## src/rtl/status_word_reg.sv

```systemverilog
module status_word_reg #(
  parameter int LVL_W = 4
) (
  input  logic        clk,
  input  logic        rst_n,
  input  logic        wr_en,
  input  logic        wr_ret,
  input  logic [31:0] wr_data,
  input  logic        ent_clr,
  input  logic        ent_fast,
  output logic [31:0] sw_word
);
  localparam int FLG_LO = 0;
  localparam int IE_B   = 16;
  localparam int STK_B  = 17;
  localparam int MODE_B = 20;
  localparam int LVL_LO = 24;
  localparam logic [LVL_W-1:0] LVL_TOP = '1;

  logic [3:0]       flags_q;
  logic [LVL_W-1:0] lvl_q;
  logic             ie_q, stk_q, mode_q;

  wire entry   = ent_clr | ent_fast;
  wire take_wr = wr_en & ~entry;
  wire superv  = ~mode_q;

  logic unused_bits;
  assign unused_bits = ^{wr_data[31:LVL_LO+LVL_W], wr_data[LVL_LO-1:MODE_B+1],
                         wr_data[MODE_B-1:STK_B+1], wr_data[IE_B-1:FLG_LO+4]};

  always_ff @(posedge clk or negedge rst_n) begin
    if (!rst_n) begin
      flags_q <= '0;
      lvl_q   <= '0;
      ie_q    <= 1'b0;
      stk_q   <= 1'b0;
      mode_q  <= 1'b0;
    end else if (entry) begin
      ie_q   <= 1'b0;
      stk_q  <= 1'b0;
      mode_q <= 1'b0;
      if (ent_fast) lvl_q <= LVL_TOP;
    end else if (take_wr) begin
      flags_q <= wr_data[FLG_LO +: 4];
      if (superv) begin
        lvl_q <= wr_data[LVL_LO +: LVL_W];
        ie_q  <= wr_data[IE_B];
        stk_q <= wr_data[STK_B];
        if (wr_ret) mode_q <= wr_data[MODE_B];
      end
    end
  end

  always_comb begin
    sw_word = '0;
    sw_word[FLG_LO +: 4]     = flags_q;
    sw_word[IE_B]            = ie_q;
    sw_word[STK_B]           = stk_q;
    sw_word[MODE_B]          = mode_q;
    sw_word[LVL_LO +: LVL_W] = lvl_q;
  end
endmodule


```

## config.mk

```make
export PLATFORM = sky130hd
export DESIGN_NAME = status_word_reg
export DESIGN_NICKNAME = d
export VERILOG_FILES = /design/src/rtl/status_word_reg.sv
export SDC_FILE = /design/constraint.sdc
export NUM_CORES = 1
export LEC_CHECK = 0
export CAP_MARGIN = 20
export CELL_PAD_IN_SITES_DETAIL_PLACEMENT = 1
export CELL_PAD_IN_SITES_GLOBAL_PLACEMENT = 2
export CORE_MARGIN = 2
export CORE_UTILIZATION = 14
export CTS_BUF_LIST = sky130_fd_sc_hd__clkbuf_4 sky130_fd_sc_hd__clkbuf_8
export DETAILED_ROUTE_END_ITERATION = 16
export HOLD_SLACK_MARGIN = 0.15
export PLACE_DENSITY_LB_ADDON = 0.08
export SYNTH_ARGS = -nofsm -noshare
export SYNTH_HDL_FRONTEND = slang
export SYNTH_SLANG_ARGS = --single-unit
```

## constraint.sdc

```tcl
create_clock -name clk -period 1 [get_ports clk]
set_input_delay 0.2 -clock clk [delete_from_list [all_inputs] [get_ports clk]]
set_output_delay 0.2 -clock clk [all_outputs]
set_load 0.05 [all_outputs]
```

==> reports/results.ini <==
[yosys]
synthTopCellsByArea=dfrtp_1 (42%), buf_4 (27%), mux2_2 (6.9%)
synth_area_um2=656
synth_top_area_cell=dfrtp_1
synth_seq_cells=11
ys.flop_type=dfrtp_1
yosysUniqueCellTypes=13
postSynth.asyncResetShare_pct=100
yosysWarnings=0
synth_top_cell_area_share_pct=42.0
syn_avg_cell_area_um2=10.6
ys_seq_area_share_pct=42.0
synthTopCellsByCount=buf_4 (24), dfrtp_1 (11)
synth_edf_count=0
synthCells=62
yosysMostFrequentCell=buf_4

[critical_path]
r2r_end=lvl_q[2]$_DFFE_PN0P_
r2r_slack_ns=-0.05
required_ns=0.80
reg2regPathDepth=5
r2r-start=mode_q$_DFFE_PN0P_
crit_arrival_ns=0.91
start_kind=flop
critPathMaxFanout=3
critPathKind=reg -> out
critPathCaptureType=primary output

[outcome]
violations=negative setup slack
outcome=finished with violations

[route]
top_layer_used=met4
detail-route-antenna-nets=0
wirelength_um=1590
num_vias=489
drtIter0Drc=9
drc=0
drtPass1Iterations=4
via_per_inst=3.24
wl_met3_um=148
wl_met2_um=734
wl_met1_um=694
wl_per_cell_um=10.5

[sta]
fmax_ghz=0.902
min_period_over_period_pct=111
fin_ws_ns=-0.109
clock_skew_ns=0.00108
layout_min_cycle_time_ns=1.11
rsz0062_at_grt=yes
final-hold-violation-count=0
maxSlewViolCount=0
setup_viol=8
tns_ns=-0.313

[floorplanning]
start_util_pct=14.8
die_height_um=72.4
rows=24
die_x_um=72.4
core_area_mm2=0.00444
pin_count=70
die_area_mm2=0.00525

[cells_and_area]
syn2layout_area_growth_pct=75.4
nFillCells=511
multi_input_area_um2=279
fin_nets=138
seqCellArea_um2=275
fin_area_mm2=0.00115
diodes=0
layout-drive-gt1-share_pct=38.4

[clock_tree]
tritoncts=yes
clock_sinks=11
clk-insertion-delay-late_ns=0.23
clock_path_buffers=2
postCtsHoldBufs=0
numCtsBuffers=3
root_buffer=clkbuf_8
path_clk_slew_ns=0.05
htree_levels=1

[place]
place_area_mm2=0.00102
finalWeightedCongestion=0.670
io_buffers=27
dp_hpwl_um=1220

[power]
sequentialPowerShare_pct=30.8
clockPowerShare_pct=26.4
leakage_nw=0.551
p_int_w=0.00112
power_density_mw_per_mm2=1520
switching_power_w=0.000632
combinationalPowerShare_pct=42.8
peakVddDrop_mv=0.331
power_w=0.00175
swShare_pct=36.1

[global_routing]
antenna_found_initial=0
overflow=0
grt_pass1_vias=506
grt_max_degree=12
grt_pass1_wl_um=2390
grt_usage_pct=6.28

[worst_hold_path]
worstHoldPathType=in -> async

[run]
cap_violations=0

## how the worst max path moves through the flow
stage	to	depth (start not counted)	from	slack, ns
floorplan	flags_q[0]$_DFFE_PN0P_	3	ent_fast	-0.01
global placement	flags_q[0]$_DFFE_PN0P_	3	ent_fast	-0.51
detailed placement	flags_q[2]$_DFFE_PN0P_	3	ent_fast	-0.52
CTS	sw_word[20]	2	mode_q$_DFFE_PN0P_	-0.11
global route	sw_word[20]	2	mode_q$_DFFE_PN0P_	-0.14
finish	sw_word[20]	2	mode_q$_DFFE_PN0P_	-0.11
## per-layer routing
| layer | global-route usage (%) | vias up |
|---|---|---|
| met5 | 0 | - |
| met4 | 3.09 | 0 |
| met3 | 2.22 | 2 |
| met2 | 9.28 | 34 |
| met1 | 8.11 | 223 |
| li1 | - | 230 |
## repair_timing
item / CTS / global route
pin swaps: 3 / 5
endpoints found under the setup margin: 19 / 21
setup buffers: 4 / 2
resized for setup: 12 / 11
## layout make-up
type,instances,share of cell area [%]
clock buffer,4,4.24
inverter,4,1.31
multi-input combinational,42,24.3
sequential,11,23.9
tap,52,5.66
timing repair buffer,38,40.6
## cells by family (layout without fill, tap and decap cells)
kind of cell,Yosys count,in the layout,synth area share (%)
compound gates,9,9,7.06
simple gates,6,6,8.97
flops,11,11,42.0
buf+inv,29,46,31.5
mux,6,6,9.92
other cells,1,21,0.572
## stage by stage
stage	cells	hold WS, ns	worst slack (ns)	util, %
detailed placement	141	0.514	-0.522	23.0
global placement	141	0.524	-0.515	23.0
global route	151	0.280	-0.138	25.9
CTS	149	0.268	-0.106	25.3
finish	151	0.268	-0.109	25.9
floorplan	82	-0.0956	-0.0135	-
## sequential cells by signal, indices dropped and copies added, names as in the netlist
name,cells
flags_q,4
lvl_q,4
ie_q,1
mode_q,1
stk_q,1
## power groups by stage
stage                     clock (W)  sequential, W  combinational, W
final                      0.000463       0.000539          0.000749
after global routing       0.000519       0.000544          0.000778
after CTS                  0.000489       0.000539          0.000732
after detailed placement          0       0.000546          0.000693
after global placement            0       0.000547          0.000691
after floorplan                   0       0.000666          0.000324
## worst max-delay path, cell delays in order, from the launching register on
cell and delay (ns):
dfrtp_1 0.41, buf_6 0.13, buf_12 0.13
## layout by cell type (no fill, tap or decap), types with 2 or more instances in the layout
master,instances
mux2i_1,2
nor3b_4,2
clkbuf_8,3
buf_12,11
clkdlybuf4s50_1,13
buf_4,7
conb_1,21
inv_1,4
buf_6,4
dfrtp_1,11
clkbuf_2,2
nor3_1,3
mux2_4,4
o21ai_1,4
a21oi_2,4
(Power assumes the default switching activity.)
